**config.mk**
```make
export PLATFORM = sky130hd
export DESIGN_NAME = tbase_tap_top
export DESIGN_NICKNAME = d
export VERILOG_FILES = /design/src/rtl/tbase_pkg.sv /design/src/rtl/tbase_sync_edge.sv /design/src/rtl/tbase_counter.sv /design/src/rtl/tbase_tap_event.sv /design/src/rtl/tbase_tap_top.sv
export SDC_FILE = /design/constraint.sdc
export NUM_CORES = 1
export LEC_CHECK = 0
export ABC_AREA = 1
export BUFFER_PORTS_ARGS = -buffer_cell sky130_fd_sc_hd__buf_4
export CAP_MARGIN = 20
export CELL_PAD_IN_SITES_DETAIL_PLACEMENT = 1
export CELL_PAD_IN_SITES_GLOBAL_PLACEMENT = 1
export CORE_ASPECT_RATIO = 1.75
export CORE_UTILIZATION = 38
export CTS_CLUSTER_SIZE = 40
export DETAILED_ROUTE_END_ITERATION = 12
export PLACE_DENSITY = 0.92
export SLEW_MARGIN = 0
export SYNTH_ARGS = -nofsm -noshare
export SYNTH_HDL_FRONTEND = slang
export SYNTH_SLANG_ARGS = --single-unit
```
**constraint.sdc**
```tcl
create_clock -name clk -period 2.3 [get_ports clk]
set_input_delay 0.115 -clock clk [delete_from_list [all_inputs] [get_ports clk]]
set_output_delay 0.115 -clock clk [all_outputs]
set_load 0.03 [all_outputs]
```
**src/rtl/tbase_pkg.sv**
```systemverilog
package tbase_pkg;

    localparam int HALF_W      = 32;
    localparam int CNT_W       = 2 * HALF_W;
    localparam int IDX_W       = $clog2(CNT_W);
    localparam int PER_W       = 2;
    localparam int EXT_W       = IDX_W - PER_W;
    localparam int SYNC_STAGES = 2;

    typedef enum logic {
        SRC_CORE = 1'b0,
        SRC_TICK = 1'b1
    } tb_src_e;

    typedef struct packed {
        logic [EXT_W-1:0] ext;
        logic [PER_W-1:0] per;
    } tap_sel_t;

    typedef struct packed {
        tap_sel_t sel;
        logic     ie;
    } tap_cfg_t;

    function automatic logic step_allowed(input logic en, input tb_src_e src,
                                          input logic tick_rise);
        logic r;
        r = 1'b0;
        if (en) begin
            r = (src == SRC_TICK) ? tick_rise : 1'b1;
        end
        return r;
    endfunction

endpackage

```
**src/rtl/tbase_sync_edge.sv**
```systemverilog
module tbase_sync_edge #(
    parameter int STAGES = 2
) (
    input  logic clk,
    input  logic rst,
    input  logic din,
    output logic rise
);
    localparam int LAST = STAGES;

    logic [LAST:0] chain;

    always_ff @(posedge clk) begin
        if (rst) begin
            chain <= '0;
        end else begin
            chain[0] <= din;
        end
    end

    for (genvar g = 1; g <= LAST; g++) begin : g_stage
        always_ff @(posedge clk) begin
            if (rst) begin
                chain[g] <= 1'b0;
            end else begin
                chain[g] <= chain[g-1];
            end
        end
    end

    // chain[LAST-1] is the synchronized level, chain[LAST] its previous value
    assign rise = chain[LAST-1] & ~chain[LAST];

endmodule

```
**src/rtl/tbase_counter.sv**
```systemverilog
module tbase_counter #(
    parameter int HALF_W = 32
) (
    input  logic              clk,
    input  logic              rst,
    input  logic              step,
    input  logic              wr_hi,
    input  logic              wr_lo,
    input  logic [HALF_W-1:0] wr_data,
    output logic [HALF_W-1:0] hi_q,
    output logic [HALF_W-1:0] lo_q
);
    logic [HALF_W:0] lo_inc;
    logic            carry;
    logic            adv;

    assign lo_inc = {1'b0, lo_q} + {{HALF_W{1'b0}}, 1'b1};
    assign carry  = lo_inc[HALF_W];
    // any software write to either half cancels the hardware step
    assign adv    = step & ~(wr_hi | wr_lo);

    always_ff @(posedge clk) begin
        if (rst) begin
            lo_q <= '0;
        end else if (wr_lo) begin
            lo_q <= wr_data;
        end else if (adv) begin
            lo_q <= lo_inc[HALF_W-1:0];
        end
    end

    always_ff @(posedge clk) begin
        if (rst) begin
            hi_q <= '0;
        end else if (wr_hi) begin
            hi_q <= wr_data;
        end else if (adv && carry) begin
            hi_q <= hi_q + {{(HALF_W-1){1'b0}}, 1'b1};
        end
    end

endmodule

```
**src/rtl/tbase_tap_event.sv**
```systemverilog
module tbase_tap_event #(
    parameter int CNT_W = 64,
    parameter int IDX_W = 6
) (
    input  logic             clk,
    input  logic             rst,
    input  logic [CNT_W-1:0] count,
    input  logic [IDX_W-1:0] idx,
    input  logic             clr,
    output logic             status
);
    logic [CNT_W-1:0] shifted;
    logic             tapped;
    logic             tapped_q;
    logic [IDX_W-1:0] idx_q;
    logic             evt;

    // index 0 lands on the MSB: shift left by idx and take the top bit
    assign shifted = count << idx;
    assign tapped  = shifted[CNT_W-1];
    assign evt     = tapped & ~tapped_q & (idx == idx_q);

    always_ff @(posedge clk) begin
        if (rst) begin
            tapped_q <= 1'b0;
            idx_q    <= '0;
        end else begin
            tapped_q <= tapped;
            idx_q    <= idx;
        end
    end

    always_ff @(posedge clk) begin
        if (rst) begin
            status <= 1'b0;
        end else if (evt) begin
            status <= 1'b1;
        end else if (clr) begin
            status <= 1'b0;
        end
    end

endmodule

```
**src/rtl/tbase_tap_top.sv**
```systemverilog
module tbase_tap_top
    import tbase_pkg::*;
(
    input  logic              clk,
    input  logic              rst,
    input  logic              tb_en,
    input  logic              clk_sel,
    input  logic              ext_tick,
    input  logic              wr_hi,
    input  logic              wr_lo,
    input  logic [HALF_W-1:0] wr_data,
    input  logic              ctl_wr,
    input  logic [EXT_W-1:0]  ctl_ext,
    input  logic [PER_W-1:0]  ctl_per,
    input  logic              ctl_ie,
    input  logic              sts_wr,
    input  logic              sts_wdata,
    input  logic              irq_en_in,
    output logic [HALF_W-1:0] count_hi,
    output logic [HALF_W-1:0] count_lo,
    output logic [IDX_W-1:0]  tap_index,
    output logic              int_en,
    output logic              fi_status,
    output logic              fi_irq
);
    tap_cfg_t cfg_q;
    logic     tick_rise;
    logic     step;
    tb_src_e  src;

    tbase_sync_edge #(.STAGES(SYNC_STAGES)) u_sync (
        .clk  (clk),
        .rst  (rst),
        .din  (ext_tick),
        .rise (tick_rise)
    );

    assign src  = tb_src_e'(clk_sel);
    assign step = step_allowed(tb_en, src, tick_rise);

    tbase_counter #(.HALF_W(HALF_W)) u_cnt (
        .clk     (clk),
        .rst     (rst),
        .step    (step),
        .wr_hi   (wr_hi),
        .wr_lo   (wr_lo),
        .wr_data (wr_data),
        .hi_q    (count_hi),
        .lo_q    (count_lo)
    );

    always_ff @(posedge clk) begin
        if (rst) begin
            cfg_q <= '0;
        end else if (ctl_wr) begin
            cfg_q.sel.ext <= ctl_ext;
            cfg_q.sel.per <= ctl_per;
            cfg_q.ie      <= ctl_ie;
        end
    end

    assign tap_index = cfg_q.sel;
    assign int_en    = cfg_q.ie;

    tbase_tap_event #(.CNT_W(CNT_W), .IDX_W(IDX_W)) u_evt (
        .clk    (clk),
        .rst    (rst),
        .count  ({count_hi, count_lo}),
        .idx    (tap_index),
        .clr    (sts_wr & sts_wdata),
        .status (fi_status)
    );

    assign fi_irq = fi_status & int_en & irq_en_in;

endmodule

```
# Word level (Yosys, flattened, before mapping)

Index checks and enable logic that the tools add are counted.

$add $sub $neg: 2
Equality and inequality tests: 1
Shift operators: 1
Muxes and demuxes: 8
Bitwise operators: 9
Reduce and logical (&&, ||, !) cells: 4

Operator list:

| cell                                           | number |
|---|---|
| two-way mux 32 bit                             | 4 |
| << shifter 64 x 6 -> 64 bit                    | 1 |
| adder 32 x 1 -> 33 bit (second input constant) | 1 |
| adder 32 x 1 -> 32 bit (second input constant) | 1 |
| AND 1 bit                                      | 6 |
| equality test 6 bit                            | 1 |
| nonzero test 2 bit                             | 3 |
| two-way mux 1 bit                              | 4 |
| NOT 1 bit                                      | 2 |
| logical AND 1 bit                              | 1 |
| OR 1 bit                                       | 1 |

Register bits: 79
Input port bits: 50
Output and inout port bits: 73
Logic and storage cells: 33

# Logic depth before layout (Yosys ltp)

Depth in word-level cells: 6
Gate-level depth with buffers: 13
Mapped depth without buffers: 12

# Modules after synthesis

Synthesis repeated with hierarchy kept, for this count alone.

Cell total of the unflattened synthesis: 1036
Area, all modules: 6004.5 um^2

By module, submodules not included:

| module          | times used | cells an instance | area an instance (um^2) | sequential area each (um^2) |
|---|---|---|---|---|
| tbase_counter   | 1          | 803               | 4650.7                  | 1281.2 |
| tbase_tap_event | 1          | 182               | 1031.0                  | 160.2 |
| tbase_tap_top   | 1          | 49                | 311.5                   | 140.1 |
| tbase_sync_edge | 1          | 2                 | 11.3                    | 0.0 |

# Least setup slack after synthesis

OpenSTA, ideal clock, no wires.

Path type: reg-to-reg
Start: reg u_cnt.lo_q[0]
End: reg u_cnt.hi_q[18]
Library setup time: 0.139 ns
Arrival time: 1.788 ns
Required time: 2.161 ns
Setup slack: 0.373 ns
Cell stages (with the launch flop): 12
Buffers on the path: 1
Period minus slack after synthesis: 1.927 ns
Path through: dfxtp_1 -> ha_1 -> nand2_2 -> nor2_4 -> nand2_4 -> nor2_8 -> nand3_4 -> nand2_4 -> inv_1 -> buf_2 -> nand2_1 -> a21oi_2

Cells in the longest elaborated chain, start to end: 3

RTL lines:

| element                      | RTL line            | source |
|---|---|---|
| from (decl)                  | tbase_counter.sv:11 | `output logic [HALF_W-1:0] lo_q` |
| from (signal assigned)       | tbase_counter.sv:26 | `lo_q <= wr_data;` |
| from (signal assigned)       | tbase_counter.sv:28 | `lo_q <= lo_inc[HALF_W-1:0];` |
| adder 32 x 1 -> 33 bit       | tbase_counter.sv:17 | `assign lo_inc = {1'b0, lo_q} + {{HALF_W{1'b0}}, 1'b1};` |
| logical AND 1 bit            | tbase_counter.sv:37 | `end else if (adv && carry) begin` |
| nonzero test 2 bit (no line) | n/a                 |  |
| to (signal assigned)         | tbase_counter.sv:36 | `hi_q <= wr_data;` |
| to (signal assigned)         | tbase_counter.sv:38 | `hi_q <= hi_q + {{(HALF_W-1){1'b0}}, 1'b1};` |
| to (decl)                    | tbase_counter.sv:10 | `output logic [HALF_W-1:0] hi_q,` |

No other way between the ends.
A chain may end at the register's enable or synchronous reset.

# Final worst setup path

Start: reg u_cnt.lo_q[6]
End: reg u_cnt.hi_q[30]

The elaborated chain is that of the path after synthesis.

==> flow_metrics.tcl <==
set metrics [dict create \
    ctsResizeCount 0 \
    post_drt_wl_per_cell_um 19.97 \
    fin_setup_tns_ps 0 \
    design_area_mm2 0.007380 \
    finalClockSkew_ps 13.71 \
    startpoint "u_cnt.lo_q[6]$_SDFFE_PP0P_" \
    grt_pass1_wl_um 40700 \
    crit_arrival_ps 2430 \
    vdd.ir_drop.worst_mv 0.3907 \
    synth_fa_ha_area_frac 0.004281 \
    critPathLaunchType "flop" \
    num_antenna_cells 0 \
    ys_seq_area_frac 0.2705 \
    drv_slew 0 \
    rows 59 \
    place_inst 1280 \
    critPathCaptureType "flop" \
    cts_buffer_depth 2 \
    required_ps 2590 \
    synth_compound_area_frac 0.1154 \
    worstPathMaxFanout 7 \
    comb_power_share 0.216 \
    die_area_mm2 0.01590 \
    drc 0 \
    hp-start "ctl_ie" \
    p_sw_uw 1370 \
    syn_nets 1039 \
    synthMuxAreaShare 0.001712 \
    outcome "finished, final reports clean" \
    cts_made_buffers 9 \
    start_util 0.3920 \
    synth_top_area_frac 0.2705 \
    ctsHoldBuffers 0 \
    r2r_start "u_cnt.lo_q[6]$_SDFFE_PP0P_" \
    synth_xor_area_frac 0.05843 \
    drive_gt1_frac 0.1950 \
    power_density_mw_per_mm2 585.8 \
    cts_tree "yes" \
    max_freq_ghz 0.4670 \
    seqPwrFrac 0.360 \
    min_period_ps 2141 \
    first_global_vias 7724 \
    hold_viol 0 \
    synth_warnings 4 \
    post_dp_cell_area_mm2 0.007012 \
    synthTopCellsByArea "dfxtp_1, nand2_1, nand3_1" \
    grt_usage 0.3373 \
    synth_cell_types 42 \
    synth-seq-cells 79 \
    final_antenna_net_count 0 \
    power.total_uw 4323 \
    postSynthCellCount 987 \
    crit_type "reg2reg" \
    clk_latency_ps 350 \
    first_pass_iters 4 \
    synth_area_mm2 0.005846 \
    drt-initial-drc-count 408 \
    drt-total-wl_um 25890 \
    syn_avg_cell_area_um2 5.923 \
    port_buffers 121 \
    rsz0062_at_grt "no" \
    clkPwrFrac 0.425 \
    cts_setup_buffers 0 \
    die_width_um 95.76 \
    p_int_uw 2954 \
    worst_slew_pin_slew_ps 757.7 \
    relSlewSlack 0.4943 \
    holdWs_ps 1.004 \
    vias_per_cell 5.733 \
    cts-root-buf "clkbuf_16" \
    htreeDepth 3 \
    fin_cells 1296 \
    io_pins 123 \
    gp_congestion 0.9584 \
    antenna_found_initial 0 \
    coreArea_mm2 0.01491 \
    path_clk_slew_ps 70 \
    cts_num_sinks 79 \
    synth_top_cell_by_area "dfxtp_1" \
    vias 7430 \
    setup_violations 0 \
    layout.nets 1160 \
    hold_path.class "in2reg" \
    area_delta_synth_final_pct 26.24 \
    synth_top_family_by_area "simple AND/OR/NAND/NOR gates" \
    hpwlAfterDp_um 19140 \
    die_y_um 166.1 \
    cellLeakagePower_uw 0.003152 \
    post-route-period-util 0.9310 \
    grt_overflow 0 \
    drv_cap 0 \
    grt_max_degree 46 \
    switching_share 0.3168 \
    yosys.area_share.simple 0.4679 \
]
[final timing paths]
path / end / slack (ps) / cells past startpoint
hold reg to reg: u_evt.status$_SDFFE_PP0P_ / 490 / 2
hold / removal: int_en$_SDFFE_PP0P_ / 1 / 3
setup / recovery: u_cnt.hi_q[30]$_SDFFE_PP0P_ / 160 / 8
setup reg to reg: u_cnt.hi_q[30]$_SDFFE_PP0P_ / 160 / 8
[registers in the layout (all words and copies together) (netlist names)]
name,count
u_cnt.hi_q,32
u_evt.status,1
tap_index,6
u_evt.idx_q,6
u_evt.tapped_q,1
int_en,1
u_cnt.lo_q,32
[cell families (layout without fill, tap and decap cells)]
logic type / Yosys count / in the layout
xor gates and xnor gates: 39 / 39
buffers and inverters: 113 / 239
muxes: 1 / 1
and+or+nand+nor: 633 / 633
adders and majority gates: 2 / 2
AOI/OAI and AO/OA: 120 / 120
DFF: 79 / 79
[power groups by stage]
stage / Sequential [µW] / Combinational (µW) / Clock (µW)
final: 1550 / 932 / 1840
after global routing: 1560 / 999 / 1890
after global placement: 1580 / 888 / 0
after floorplan: 1700 / 396 / 0
after detailed placement: 1580 / 910 / 0
after CTS: 1550 / 926 / 1850
[layout by cell type (no fill, tap or decap), drive strengths merged]
cell and instances:
a21o 1, a21oi 54, a221oi 2, a22o 1, a31oi 15, and3 2, buf 154, bufinv 4
clkbuf 9, clkinv 5, dfxtp 79, ha 2, inv 67, mux2i 1, nand2 384, nand3 94
nand3b 9, nand4 9, nor2 117, nor3 16, o21ai 41, o21bai 2, o22ai 3, o31ai 1
or2 2, xnor2 10, xor2 29
[cell usage after synthesis, drive strengths merged]
library cell    n
a22o            1
clkinv          3
or2             2
o21ai          41
nand3b          9
a21oi          54
xnor2          10
dfxtp          79
o22ai           3
nor2          117
o21bai          2
nand3          94
xor2           29
inv            66
o31ai           1
ha              2
buf            22
a31oi          15
nor3           16
nand4           9
a21o            1
nand2         384
a221oi          2
mux2i           1
and3            2
clkbuf         22
[routing by layer]
| layer | vias to the layer above | part of all wire | GRT usage |
|---|---|---|---|
| li1 | 3402 | - | - |
| met1 | 3566 | 0.34 | 0.3552 |
| met2 | 321 | 0.51 | 0.5727 |
| met3 | 141 | 0.049 | 0.04808 |
| met4 | 0 | 0.097 | 0.2797 |
| met5 | - | 0 | 0 |
[worst max-delay path: stages (launching register included)]
cell	delay (ps)
dfxtp_1	480
nand2_1	170
nor2_1	360
nand4_1	180
nor2_1	190
nand4_1	310
nor2_1	240
nor2_1	70
nor2_1	70
[cell type report]
class	instances	area, µm²
flip-flops and latches	79	1582
well taps	183	229.0
multi-input cells	795	3786
inverters	69	259.0
clock inverters	7	142.6
repair buffers	154	1156
fillers	2075	7532
clock buffers	9	225.2
[through the flow]
stage,util,setup WS [ps]
finish,0.4949,158.6
global route,0.4949,63.10
global placement,0.4702,288.2
floorplan,-,372.8
CTS,0.4949,219.3
detailed placement,0.4702,256.1
Note: power is estimated with default switching activity, not from simulation.
